File: src/rtl/synth_prog_pkg.sv
package synth_prog_pkg;
  localparam int WORD_W    = 24;
  localparam int NUM_WORDS = 3;

  typedef enum logic [1:0] {SQ_IDLE, SQ_LOAD, SQ_SEND, SQ_WAIT} seq_state_t;
  typedef enum logic [1:0] {SH_IDLE, SH_SHIFT, SH_LATCH} sh_state_t;
endpackage

File: src/rtl/sclk_pacer.sv
module sclk_pacer #(
  parameter int DIV_HALF = 5
) (
  input  logic clk,
  input  logic rst,
  input  logic clr,
  output logic half_tick
);
  localparam int CW = (DIV_HALF > 1) ? $clog2(DIV_HALF) : 1;
  logic [CW-1:0] cnt;

  always_ff @(posedge clk) begin
    if (rst || clr) begin
      cnt       <= '0;
      half_tick <= 1'b0;
    end else if (cnt == CW'(DIV_HALF - 1)) begin
      cnt       <= '0;
      half_tick <= 1'b1;
    end else begin
      cnt       <= cnt + 1'b1;
      half_tick <= 1'b0;
    end
  end
endmodule

File: src/rtl/word_serializer.sv
module word_serializer
  import synth_prog_pkg::*;
(
  input  logic              clk,
  input  logic              rst,
  input  logic              load,
  input  logic [WORD_W-1:0] word,
  input  logic              half_tick,
  output logic              sclk,
  output logic              sdata,
  output logic              le,
  output logic              word_done
);
  localparam int BW = $clog2(WORD_W);

  sh_state_t         st;
  logic [WORD_W-1:0] sreg;
  logic [BW-1:0]     bits;
  logic [1:0]        hcnt;

  always_ff @(posedge clk) begin
    if (rst) begin
      st        <= SH_IDLE;
      sreg      <= '0;
      bits      <= '0;
      hcnt      <= '0;
      sclk      <= 1'b0;
      sdata     <= 1'b0;
      le        <= 1'b0;
      word_done <= 1'b0;
    end else begin
      word_done <= 1'b0;
      case (st)
        SH_IDLE: begin
          if (load) begin
            sreg  <= word;
            sdata <= word[WORD_W-1];
            bits  <= '0;
            sclk  <= 1'b0;
            st    <= SH_SHIFT;
          end
        end
        SH_SHIFT: begin
          if (half_tick) begin
            if (!sclk) begin
              sclk <= 1'b1;
            end else begin
              sclk <= 1'b0;
              if (bits == BW'(WORD_W - 1)) begin
                hcnt <= '0;
                st   <= SH_LATCH;
              end else begin
                bits  <= bits + 1'b1;
                sreg  <= {sreg[WORD_W-2:0], 1'b0};
                sdata <= sreg[WORD_W-2];
              end
            end
          end
        end
        SH_LATCH: begin
          if (half_tick) begin
            hcnt <= hcnt + 1'b1;
            if (hcnt == 2'd0) le <= 1'b1;
            if (hcnt == 2'd2) le <= 1'b0;
            if (hcnt == 2'd3) begin
              word_done <= 1'b1;
              sdata     <= 1'b0;
              st        <= SH_IDLE;
            end
          end
        end
        default: st <= SH_IDLE;
      endcase
    end
  end
endmodule

File: src/rtl/lock_watch.sv
module lock_watch #(
  parameter int NEED_W = 8,
  parameter int TMO_W  = 16
) (
  input  logic              clk,
  input  logic              rst,
  input  logic              arm,
  input  logic [NEED_W-1:0] need,
  input  logic [TMO_W-1:0]  limit,
  input  logic              lock_in,
  output logic              locked,
  output logic              expired
);
  logic [1:0]        sync;
  logic              armed;
  logic [NEED_W-1:0] run;
  logic [TMO_W-1:0]  tcnt;
  logic [NEED_W:0]   run_next;
  logic [TMO_W:0]    tcnt_next;

  assign run_next  = {1'b0, run} + (NEED_W+1)'(1);
  assign tcnt_next = {1'b0, tcnt} + (TMO_W+1)'(1);

  always_ff @(posedge clk) begin
    if (rst) begin
      sync    <= '0;
      armed   <= 1'b0;
      run     <= '0;
      tcnt    <= '0;
      locked  <= 1'b0;
      expired <= 1'b0;
    end else begin
      sync    <= {sync[0], lock_in};
      locked  <= 1'b0;
      expired <= 1'b0;
      if (arm) begin
        armed <= 1'b1;
        run   <= '0;
        tcnt  <= '0;
      end else if (armed) begin
        tcnt <= tcnt_next[TMO_W-1:0];
        run  <= sync[1] ? run_next[NEED_W-1:0] : '0;
        if (sync[1] && (run_next >= {1'b0, need})) begin
          locked <= 1'b1;
          armed  <= 1'b0;
        end else if (tcnt_next >= {1'b0, limit}) begin
          expired <= 1'b1;
          armed   <= 1'b0;
        end
      end
    end
  end
endmodule

File: src/rtl/synth_prog_seq.sv
module synth_prog_seq
  import synth_prog_pkg::*;
#(
  parameter int CLK_HZ   = 200_000_000,
  parameter int DIV_HALF = 5,
  parameter int NEED_W   = 8,
  parameter int TMO_W    = 16
) (
  input  logic              clk,
  input  logic              rst,
  input  logic              start,
  input  logic [WORD_W-1:0] word_ref,
  input  logic [WORD_W-1:0] word_ctl,
  input  logic [WORD_W-1:0] word_fb,
  input  logic [NEED_W-1:0] lock_need,
  input  logic [TMO_W-1:0]  lock_limit,
  input  logic              lock_det,
  output logic              ser_clk,
  output logic              ser_data,
  output logic              ser_le,
  output logic              chip_en,
  output logic              busy,
  output logic              done,
  output logic              timed_out
);
  localparam int IW = $clog2(NUM_WORDS);

  seq_state_t        st;
  logic [WORD_W-1:0] wbuf [NUM_WORDS];
  logic [IW-1:0]     idx;
  logic              ld;
  logic              arm;
  logic              tick;
  logic              wdone;
  logic              mon_locked;
  logic              mon_expired;

  sclk_pacer #(.DIV_HALF(DIV_HALF)) u_pacer (
    .clk(clk), .rst(rst), .clr(ld), .half_tick(tick)
  );

  word_serializer u_ser (
    .clk(clk), .rst(rst), .load(ld), .word(wbuf[idx]), .half_tick(tick),
    .sclk(ser_clk), .sdata(ser_data), .le(ser_le), .word_done(wdone)
  );

  lock_watch #(.NEED_W(NEED_W), .TMO_W(TMO_W)) u_lock (
    .clk(clk), .rst(rst), .arm(arm), .need(lock_need), .limit(lock_limit),
    .lock_in(lock_det), .locked(mon_locked), .expired(mon_expired)
  );

  always_ff @(posedge clk) begin
    if (rst) begin
      st        <= SQ_IDLE;
      idx       <= '0;
      ld        <= 1'b0;
      arm       <= 1'b0;
      chip_en   <= 1'b0;
      busy      <= 1'b0;
      done      <= 1'b0;
      timed_out <= 1'b0;
      for (int i = 0; i < NUM_WORDS; i++) wbuf[i] <= '0;
    end else begin
      ld  <= 1'b0;
      arm <= 1'b0;
      case (st)
        SQ_IDLE: begin
          if (start) begin
            wbuf[0]   <= word_ref;
            wbuf[1]   <= word_ctl;
            wbuf[2]   <= word_fb;
            idx       <= '0;
            chip_en   <= 1'b1;
            busy      <= 1'b1;
            done      <= 1'b0;
            timed_out <= 1'b0;
            st        <= SQ_LOAD;
          end
        end
        SQ_LOAD: begin
          ld <= 1'b1;
          st <= SQ_SEND;
        end
        SQ_SEND: begin
          if (wdone) begin
            if (idx == IW'(NUM_WORDS - 1)) begin
              arm <= 1'b1;
              st  <= SQ_WAIT;
            end else begin
              idx <= idx + 1'b1;
              st  <= SQ_LOAD;
            end
          end
        end
        SQ_WAIT: begin
          if (mon_locked) begin
            done <= 1'b1;
            busy <= 1'b0;
            st   <= SQ_IDLE;
          end else if (mon_expired) begin
            timed_out <= 1'b1;
            busy      <= 1'b0;
            st        <= SQ_IDLE;
          end
        end
        default: st <= SQ_IDLE;
      endcase
    end
  end
endmodule

File: config.mk
export PLATFORM = sky130hd
export DESIGN_NAME = synth_prog_seq
export DESIGN_NICKNAME = d
export VERILOG_FILES = /design/src/rtl/synth_prog_pkg.sv /design/src/rtl/sclk_pacer.sv /design/src/rtl/word_serializer.sv /design/src/rtl/lock_watch.sv /design/src/rtl/synth_prog_seq.sv
export SDC_FILE = /design/constraint.sdc
export NUM_CORES = 1
export LEC_CHECK = 0
export BUFFER_PORTS_ARGS = -buffer_cell sky130_fd_sc_hd__buf_4
export CAP_MARGIN = 10
export CORE_AREA = 2 2 116 118
export DETAILED_ROUTE_END_ITERATION = 6
export DIE_AREA = 0 0 118 120
export PLACE_DENSITY = 0.86
export SETUP_SLACK_MARGIN = 0.4
export SYNTH_ARGS = -nofsm -noshare
export SYNTH_HDL_FRONTEND = slang
export SYNTH_HIERARCHICAL = 1
export SYNTH_SLANG_ARGS = --single-unit
File: constraint.sdc
create_clock -name clk -period 5.89 [get_ports clk]
set_clock_uncertainty 0.05 [all_clocks]
set_input_delay 0.589 -clock clk [delete_from_list [all_inputs] [get_ports clk]]
set_output_delay 0.589 -clock clk [all_outputs]
set_load 0.01 [all_outputs]
=== Yosys cells after proc, flatten, opt, wreduce, memory -nomap -nowiden ===
Memory sizes are Yosys's and may differ from the RTL's. A register that Yosys moved wholly into a read port is not among the register bits.
Cells that the tools add are included.

* Register bits after elaboration: 79
* RAM bits: 72
* Bits of input ports: 100
* Output and inout port bits: 7
* Word-level logic and storage cells: 171
* Memories: 1

* $add $sub $neg: 6
* Magnitude comparators: 2
* Eq/ne operators: 24
* Multiplexer cells: 77
* Bitwise gates (word level): 8
* Reduce and logical (&&, ||, !) cells: 29

{| class="wikitable"
|+ Memory list
! name !! words !! bits a word !! read ports !! clocked after memory_dff !! wr ports !! RTL line !! text
|-
| wbuf || 3 || 24 || 1 || 1 || 3 || synth_prog_seq.sv:29 || <nowiki>logic [WORD_W-1:0] wbuf [NUM_WORDS];</nowiki>
|}

{| class="wikitable"
|+ Operator list
! operator !! number
|-
| two-way mux 23 bit || 4
|-
| two-way mux 24 bit || 3
|-
| one-hot mux 23 bit (2 select lines) || 1
|-
| two-way mux 2 bit || 20
|-
| two-way mux 1 bit || 34
|-
| two-way mux 5 bit || 4
|-
| adder 16 x 1 -> 17 bit (second input constant) || 1
|-
| greater-or-equal comparator 17 x 16 -> 1 bit || 1
|-
| AND reduction 3 bit || 5
|-
| inequality test 2 bit (second input constant) || 7
|-
| == test 2 bit (second input constant) || 6
|-
| inequality test 2 x 1 -> 1 bit (second input constant) || 6
|-
| one-hot mux 5 bit (2 select lines) || 1
|-
| AND reduction 5 bit || 2
|-
| nonzero test 2 bit || 5
|-
| adder 8 x 1 -> 9 bit (second input constant) || 1
|-
| greater-or-equal comparator 9 x 8 -> 1 bit || 1
|-
| OR reduction 3 bit || 3
|-
| two-way mux 8 bit || 1
|-
| one-hot mux 1 bit (2 select lines) || 4
|-
| one-hot mux 2 bit (2 select lines) || 2
|-
| one-hot mux 2 bit (4 select lines) || 1
|-
| AND reduction 4 bit || 2
|-
| AND reduction 7 bit || 1
|-
| other kinds (19) || 30
|}

=== Depth between registers and ports, before layout ===
Gate-level depths: netlist (run 1).

* Depth after elaboration: 6
* Gate-level depth with buffers: 11

=== By module ===
Netlist (run 1), hierarchy kept.

{| class="wikitable"
|+ Modules (own cells, without submodules)
! module !! times used !! cells each !! area each (µm²) !! sequential area each (µm²)
|-
| synth_prog_seq || 1 || 286 || 3647.2 || 2402.3
|-
| lock_watch || 1 || 264 || 2127.0 || 580.6
|-
| word_serializer || 1 || 193 || 1953.1 || 720.7
|-
| sclk_pacer || 1 || 16 || 163.9 || 80.1
|}

=== Worst setup path after synthesis (run 1) ===
No wires, ideal clock.

* Path kind: input to register
* From: input rst
* To: memory wbuf[0][0], enable pin
* Setup time: 432 ps
* Data arrival time: 2522 ps
* Data required time: 5408 ps
* Setup slack: 2886 ps
* Cell stages on the path: 3
* Buffers on the path: 1
* Cell sequence: clkbuf_1 -> inv_1 -> nand2_1

{| class="wikitable"
|+ RTL lines
! element !! RTL line !! text
|-
| start, declared || synth_prog_seq.sv:10 || <nowiki>input logic rst,</nowiki>
|-
| end, declared || synth_prog_seq.sv:29 ||
|}

=== Final worst setup path (run 1) ===
* From: register u_ser.st[1]
* To: register u_ser.sreg[18]

* Word-level cells in the longest chain between the ends: 3

{| class="wikitable"
|+ RTL lines
! element !! RTL line !! text
|-
| start, declared || word_serializer.sv:16 || <nowiki>sh_state_t st;</nowiki>
|-
| start signal, assigned || word_serializer.sv:23 || <nowiki>st <= SH_IDLE;</nowiki>
|-
| start signal, assigned || word_serializer.sv:40 || <nowiki>st <= SH_SHIFT;</nowiki>
|-
| start signal, assigned || word_serializer.sv:51 || <nowiki>st <= SH_LATCH;</nowiki>
|-
| == test 2 x 1 -> 1 bit or zero test 2 bit (tied branches) || word_serializer.sv:33 || <nowiki>case (st)</nowiki>
|-
| inequality test 2 x 1 -> 1 bit (no line) (tied with other cells) || -- ||
|-
| AND reduction 5 bit (no line) || -- ||
|-
| end signal, assigned || word_serializer.sv:36 || <nowiki>sreg <= word;</nowiki>
|-
| end signal, assigned || word_serializer.sv:54 || <nowiki>sreg <= {sreg[WORD_W-2:0], 1'b0};</nowiki>
|-
| end, declared || word_serializer.sv:17 || <nowiki>logic [WORD_W-1:0] sreg;</nowiki>
|}

Several ways; a longest one is shown, not always the timed one.
A chain may end at the register's enable or synchronous reset.

==> flow_summary.ini, run 1 <==
[clock_tree]
cts.path.max_buffers = 2
cts.sinks = 153
cts_setup_buffers = 0
cts_root_buffer = clkbuf_16
cts_tree = yes
htree_levels = 4
post_cts_resized = 0
insertion_delay_ns = 0.43
numCtsBuffers = 17
hold_buffers = 0
cts.clk_slew.worst_paths_ns = 0.06

[finish]
final_cell_count_no_fill = 1036
final_util = 0.721
antenna_cells = 0
nets = 984
nFillCells = 909
syn_to_final_growth_pct = 18.6
drive_above_1_share = 0.205

[synthesis]
yosys_register_bits = 153
syn_avg_cell_area_um2 = 10.4
synth.area.top_cells = edfxtp_1 (27%), dfxtp_1 (21%), mux2i_1 (6.2%)
syn-num-nets = 896
ys_warn_count = 6
yosysSeqAreaShare = 0.479
synth_commonest_cells = dfxtp_1 (81), and2_1 (74), edfxtp_1 (72)
synth.distinct_cells = 65
synth_area_um2 = 7890
yosysMostFrequentCell = dfxtp_1
async_reset_ff_frac = 0
synthFlopType = dfxtp_1
netlist.area_leader.share = 0.274
yosys.area.top_type = edfxtp_1
synthCells = 759
synth-edff-count = 72

[global_routing]
grt_pass1_wl_mm = 27.8
grt_max_degree = 74
grt_pass1_vias = 5897
grtUsageTotal = 0.246
antenna_found_initial = 0
overflow = 0

[sta]
rsz0062_at_grt = no
setup_viol = 0
max-slew-margin-rel = 0.271
hold_viol_final = 0
timing.fmax_mhz = 331
min_period_ns = 3.02
worstMarginPinSlew_ns = 1.09
tns_ns = 0
slew_viol_final = 0
post-route-period-util = 0.513

[floorplanning]
die-area_um2 = 14200
fp-row-count = 42
die_x_um = 118
die_h_um = 120
initial_core_util = 0.608
core_um2 = 13000
ios = 107

[routing]
ant_nets = 0
wl_per_cell_um = 16.2
detail_route.iter0.violations = 446
routed_wl_mm = 16.8
viasPerCell = 5.65
drc = 0
firstDrtPassIters = 4
via_count = 5852

[place]
dp_cells = 1004
globalplace.congestion = 0.833
io_buffers = 106
hpwlAfterDp_mm = 11.2

[run_status]
status = finished, final reports clean

[flow_run]
cap_violations = 0

[critical_path]
start_kind = flop
cp.required_ns = 6.17
cp_data_arrival_time_ns = 3.30
crit_path_end_kind = flop
critical_path_class = flop to flop
slowest_delay_ns = 0.89
path_cells = inv_1 > ha_2 > nand3_2 > a221oi_4 > buf_4 > nor2_1 > a211oi_2
crit_family = adder cells
path_buf_inv = 2
cp_slowest_cell = ha_2
cp_max_fo = 49

[power_and_ir_drop]
power_mw = 3.07
vdd_drop_max_mv = 0.284
power_leakage_nw = 3.71
p_per_area_nw_per_um2 = 328

[worst_hold_path]
hp-class = input port to flop
==> worst register-to-register path: stages, from the launching register on <==
cell      delay [ns]
dfxtp_1         0.34
inv_1           0.10
ha_2            0.89
nand3_2         0.24
a221oi_4        0.34
buf_4           0.52
nor2_1          0.17
a211oi_2        0.27
==> flip-flops by register name, indices dropped and copies added (netlist names), 2 cells and up, named ones only <==
register,flops
u_ser/hcnt,2
u_pacer/cnt,3
u_ser/st,2
wbuf,72
st,2
u_lock/run,8
idx,2
u_ser/bits,5
u_lock/sync,2
u_ser/sreg,23
u_lock/tcnt,16
==> metrics by stage <==
stage          cell area, µm²  setup slack, ns  hold slack [ns]
2_1_floorplan            7890             2.89            0.364
3_3_place_gp             8720             2.90            0.365
3_5_place_dp             8720             2.78            0.378
4_1_cts                  9360             2.88            0.326
5_1_grt                  9360             2.69            0.348
6_report                 9360             2.87            0.339
==> final timing paths <==
path | from | endpoint | slack, ns | depth (start not counted)
hold reg to reg | u_lock/sync[0] | u_lock/sync[1] | 0.39 | 1
setup reg to reg | u_ser/st[1] | u_ser/sreg[18] | 2.87 | 7
hold / removal | lock_det | u_lock/sync[0] | 0.34 | 2
setup / recovery | u_ser/st[1] | u_ser/sreg[18] | 2.87 | 7
==> per-layer routing <==
layer  vias to the layer above  share of wire  GRT usage
met5                         -              0          0
met4                         0          0.018     0.0956
met3                        27          0.038     0.0452
met2                       130           0.53      0.440
met1                      2848           0.41      0.296
li1                       2847              -          -
==> power breakdown <==
| group | leakage (nW) | switching [mW] | internal (mW) | total, mW |
|---|---|---|---|---|
| logic | 1.96 | 0.333 | 0.247 | 0.580 |
| clock network | 0.308 | 0.432 | 0.750 | 1.18 |
| registers | 1.44 | 0.0651 | 1.24 | 1.30 |
==> cells in the final DEF (no fill, tap or decap), types with 4 or more instances in the layout <==
cell type and count:
and2_1 74, nand4_1 12, nor2b_1 9, xor2_1 19, nand3_1 27, inv_1 38, a21o_1 4, nor3_1 6
buf_4 111, nand2b_1 18, ha_1 36, edfxtp_1 72, a211oi_2 22, nor2_1 47, and3_1 8, a21oi_1 34
xnor2_1 16, dfxtp_1 81, nand2_1 50, clkbuf_16 18, bufinv_16 4, clkbuf_1 4, mux2i_1 49, o21ai_0 35
a211oi_1 5
==> cell families (layout without fill, tap and decap cells) <==
logic type	count (synthesis)	after routing	share of synthesized area
compound gates	126	126	0.117
xor+xnor	35	35	0.0388
fa+ha+maj	37	37	0.0587
buf+inv	80	181	0.0474
flops	153	153	0.479
mux	49	49	0.0622
simple gates	279	279	0.197
==> area by class of cell <==
type,count,area (µm²),share of cell area
Inverter,38,143,0.0152
Tap cell,176,220,0.0235
Clock inverter,9,160,0.0171
Timing Repair Buffer,111,833,0.0890
Clock buffer,23,479,0.0512
Multi-Input combinational cell,526,3740,0.400
Sequential cell,153,3780,0.404
Power figures use the tool's default switching activity.
==> inputs of run 2 (changes only) <==
- CORE_AREA: 2 2 116 118 -> 2 2 120 122
- DIE_AREA: 0 0 118 120 -> 0 0 122 124
- PLACE_DENSITY: 0.86 -> 0.81
- clock period: 5.89 -> 3.2 ns (I/O delays scaled with it)
==> flow_summary.ini, run 2 (same netlist as run 1, synthesis figures left out) <==
[finish]
reg_top3 = wbuf x72, u_ser/sreg x23, u_lock/tcnt x16
antenna_cells = 0
syn_to_final_growth_pct = 18.3
layout_common_cells = buf_4 (112), dfxtp_1 (78), and2_1 (74)
layout_commonest_cell = buf_4
top_register = wbuf
nets = 987
largest_reg_flops = 72
drive_above_1_share = 0.213

[sta]
setup_viol = 0
tns_ns = 0
min_period_ns = 2.69
max-slew-margin-rel = 0.469
slew_viol_final = 0
hold_viol_final = 0
worstMarginPinSlew_ns = 0.795
hold_ws_ns = 0.0582
rsz0062_at_grt = no
post-route-period-util = 0.841
timing.fmax_mhz = 371

[power_and_ir_drop]
power_leakage_nw = 3.70
power_mw = 5.33
vdd_drop_max_mv = 0.405
p_per_area_nw_per_um2 = 570

[clock_tree]
numCtsBuffers = 17
cts.path.max_buffers = 2
cts_tree = yes
cts.clk_slew.worst_paths_ns = 0.06
cts_root_buffer = clkbuf_16
cts_setup_buffers = 0
insertion_delay_ns = 0.43
htree_levels = 4
cts.sinks = 153

[floorplanning]
core_um2 = 13700
die_x_um = 122
initial_core_util = 0.575
die-area_um2 = 15100
die_h_um = 124
ios = 107
fp-row-count = 43

[critical_path]
regToRegSetupSlack_ns = 0.51
cp.required_ns = 3.49
cp_data_arrival_time_ns = 2.98
critical_path_class = flop to flop
cp_max_fo = 10
crit_path_end_kind = flop
start_kind = flop

[routing]
routed_wl_mm = 16.1
drc = 0
ant_nets = 0
detail_route.iter0.violations = 373
firstDrtPassIters = 5
via_count = 5684
viasPerCell = 5.45
wl_per_cell_um = 15.5

[worst_hold_path]
hp-class = input port to flop

[flow_run]
cap_violations = 0

[global_routing]
grt_pass1_vias = 5511
overflow = 0
grt_max_degree = 74
antenna_found_initial = 0
grt_pass1_wl_mm = 26.0
grtUsageTotal = 0.220

[place]
io_buffers = 106
globalplace.congestion = 0.846
hpwlAfterDp_mm = 11.2

[run_status]
status = finished, final reports clean
-- run 2: cell types whose count changed in the layout (fill, tap and decap cells not counted), sizes merged --
cell and delta:
clkinv +5, buf +3, bufinv -3, inv -3, clkinvlp +1
-- run 2: routing by layer --
| layer | GRT usage | routed length [µm] |
|---|---|---|
| met5 | 0 | 0 |
| met4 | 0.0912 | 315 |
| met3 | 0.0462 | 529 |
| met2 | 0.366 | 8060 |
| met1 | 0.280 | 7220 |
-- run 2: final cells by class --
class | count | area, µm²
inverters | 38 | 143
multi-input cells | 526 | 3760
well taps | 180 | 225
clock buffers | 23 | 468
clock inverters | 9 | 76.3
fillers | 1022 | 4380
repair buffers | 114 | 881
flip-flops and latches | 153 | 3790
-- run 2: where the power goes --
part	leakage, nW	internal, mW	switching (mW)	total (mW)
registers	1.44	2.28	0.109	2.39
clock network	0.262	1.10	0.759	1.86
logic	2.00	0.478	0.600	1.08
total	3.70	3.86	1.47	5.33
-- run 2: critical path, stage by stage, from the launching register on --
cell      delay [ns]
dfxtp_1         0.49
and2_1          0.24
and4_2          0.39
nand3_1         0.13
xnor2_1         0.14
ha_1            0.33
nand4_1         0.16
o21bai_1        0.22
a32o_1          0.18
a21oi_2         0.05
a211oi_1        0.22
-- run 2: what timing repair did --
action / CTS / global route
pin swaps: 1 / 1
resized for setup: 3 / 5
setup endpoints to repair: 2 / 2
hold buffers: 0 / 0
-- run 2: final timing paths --
path / start / to / cells past startpoint
min reg2reg: u_lock/sync[0] / u_lock/sync[1] / 1
min: lock_det / u_lock/sync[0] / 2
max reg2reg: u_lock/tcnt[2] / u_lock/expired / 10
max: u_lock/tcnt[2] / u_lock/expired / 10
-- run 2: metrics by stage --
stage	cells	setup WS, ns	area, µm²	utilization
3_5_place_dp	1011	0.349	8770	0.639
2_1_floorplan	759	0.651	7890	-
3_3_place_gp	1011	0.480	8770	0.639
6_report	1043	0.508	9340	0.681
4_1_cts	1043	0.425	9330	0.680
5_1_grt	1043	0.415	9340	0.681
==> inputs of run 3 (changes only) <==
- CORE_AREA: 2 2 120 122 -> 2 2 127 129
- DIE_AREA: 0 0 122 124 -> 0 0 129 131
- PLACE_DENSITY: 0.81 -> 0.77
- clock period: 3.2 -> 2.4 ns (I/O delays scaled with it)
==> flow_summary.ini, run 3 (same netlist as run 1, synthesis figures left out) <==
[critical_path]
critPathLaunch = u_lock/tcnt[9]
worstRegToRegCells = 10
cp_max_fo = 3
cp_data_arrival_time_ns = 2.63
regToRegSetupSlack_ns = 0.03
crit_path_end_kind = flop
critical_path_class = flop to flop
r2r-start = u_lock/tcnt[9]
endpoint = u_lock/armed
cp.required_ns = 2.66
start_kind = flop
r2r_end = u_lock/armed

[routing]
routed_wl_mm = 16.3
wl_per_cell_um = 14.6
detail_route.iter0.violations = 331
firstDrtPassIters = 5
ant_nets = 0
viasPerCell = 5.20
via_count = 5798
drc = 0

[finish]
multi_input_area_um2 = 3840
drive_above_1_share = 0.266
nFillCells = 1262
syn_to_final_growth_pct = 25.1
seqCellArea_um2 = 3800
top_register = wbuf
final_util = 0.633
largest_reg_flops = 72
reg_top3 = wbuf x72, u_ser/sreg x23, u_lock/tcnt x16
layout_commonest_cell = buf_4
layout_common_cells = buf_4 (142), and2_1 (74), dfxtp_1 (72), edfxtp_1 (72), nand2_1 (50)
antenna_cells = 0
nets = 1023
final_cell_area_um2 = 9870

[clock_tree]
cts_tree = yes
numCtsBuffers = 17
cts.path.max_buffers = 2
insertion_delay_ns = 0.43
cts_root_buffer = clkbuf_16
htree_levels = 4
cts.sinks = 153
cts.clk_slew.worst_paths_ns = 0.06

[global_routing]
grt_max_degree = 74
grt_pass1_wl_mm = 26.2
use_met3 = 0.0395
grtUsageTotal = 0.198
grt.busiest_layer = met2
grt_pass1_vias = 5453
met1_usage = 0.263
grt_util_met2 = 0.322
overflow = 0
antenna_found_initial = 0

[place]
globalplace.congestion = 0.835
dpl_cell_area_um2 = 9090
hpwlAfterDp_mm = 10.9
pre_cts_slack_ns = -0.0351
io_buffers = 106

[sta]
hold_viol_final = 0
timing.fmax_mhz = 422
setup_viol = 0
rsz0062_at_grt = yes
max-slew-margin-rel = 0.632
worstMarginPinSlew_ns = 0.552
slew_viol_final = 0
post-route-period-util = 0.988
postLayoutSetupSlackWorst_ns = 0.0283
hold_ws_ns = 0.0380
min_period_ns = 2.37

[floorplanning]
ios = 107
die_h_um = 131
fp-row-count = 46
initial_core_util = 0.506
die_x_um = 129
die-area_um2 = 16900
core_um2 = 15600

[power_and_ir_drop]
power_leakage_nw = 3.94
vdd_drop_max_mv = 0.616
p_per_area_nw_per_um2 = 771

[worst_hold_path]
hp-class = input port to flop

[flow_run]
cap_violations = 0

[run_status]
status = finished, final reports clean
==> run 3: stage by stage <==
stage,setup TNS (ns),instances,power (mW)
global placement,-0.0164,1075,4.62
detailed placement,-0.0692,1075,4.66
CTS,0,1108,7.41
global route,-0.284,1115,7.96
finish,0,1115,7.61
floorplan,0,759,4.34
==> run 3: metal layers <==
metal	up-vias	wire length [µm]
li1	2929	-
met1	2727	7420
met2	116	8000
met3	26	562
met4	0	330
met5	-	0
==> run 3: final cells by class <==
type,count,share of cell area
clock buffers,19,0.0438
inverters,38,0.0144
flip-flops and latches,153,0.385
well taps,216,0.0274
repair buffers,150,0.124
clock inverters,13,0.0170
multi-input cells,526,0.389
==> run 3: report_power, final <==
group / internal [mW] / switching [mW] / total (mW)
combinational: 0.817 / 0.880 / 1.70
clock: 1.65 / 1.08 / 2.73
sequential: 3.04 / 0.142 / 3.18
==> run 3: repair_timing <==
item | 4_1_cts | 5_1_grt
setup buffers | 0 | 5
gates resized for setup | 8 | 16
pin swaps | 1 | 2
cloned | 0 | 2
hold buffers | 1 | 0
endpoints found under the hold margin | 1 | 0
endpoints found under the setup margin | 3 | 33
==> run 3: worst min-delay path by stage <==
stage | cells after the start | endpoint | start
after global routing | 2 | wbuf[1][22] | word_ctl[22]
after floorplan | 1 | u_lock/sync[0] | rst
after CTS | 2 | wbuf[1][22] | word_ctl[22]
after global placement | 1 | u_lock/sync[1] | u_lock/sync[0]
final | 2 | wbuf[1][22] | word_ctl[22]
after detailed placement | 1 | u_lock/sync[1] | u_lock/sync[0]
==> run 3: worst max-delay path, stage by stage, from the launching register on <==
cell	delay (ns)
dfxtp_2	0.33
nand4_1	0.19
nor4_4	0.34
nand3_1	0.12
xnor2_1	0.15
ha_1	0.31
nand4_1	0.18
a21oi_1	0.17
a21oi_1	0.08
and4_1	0.18
a22o_1	0.17
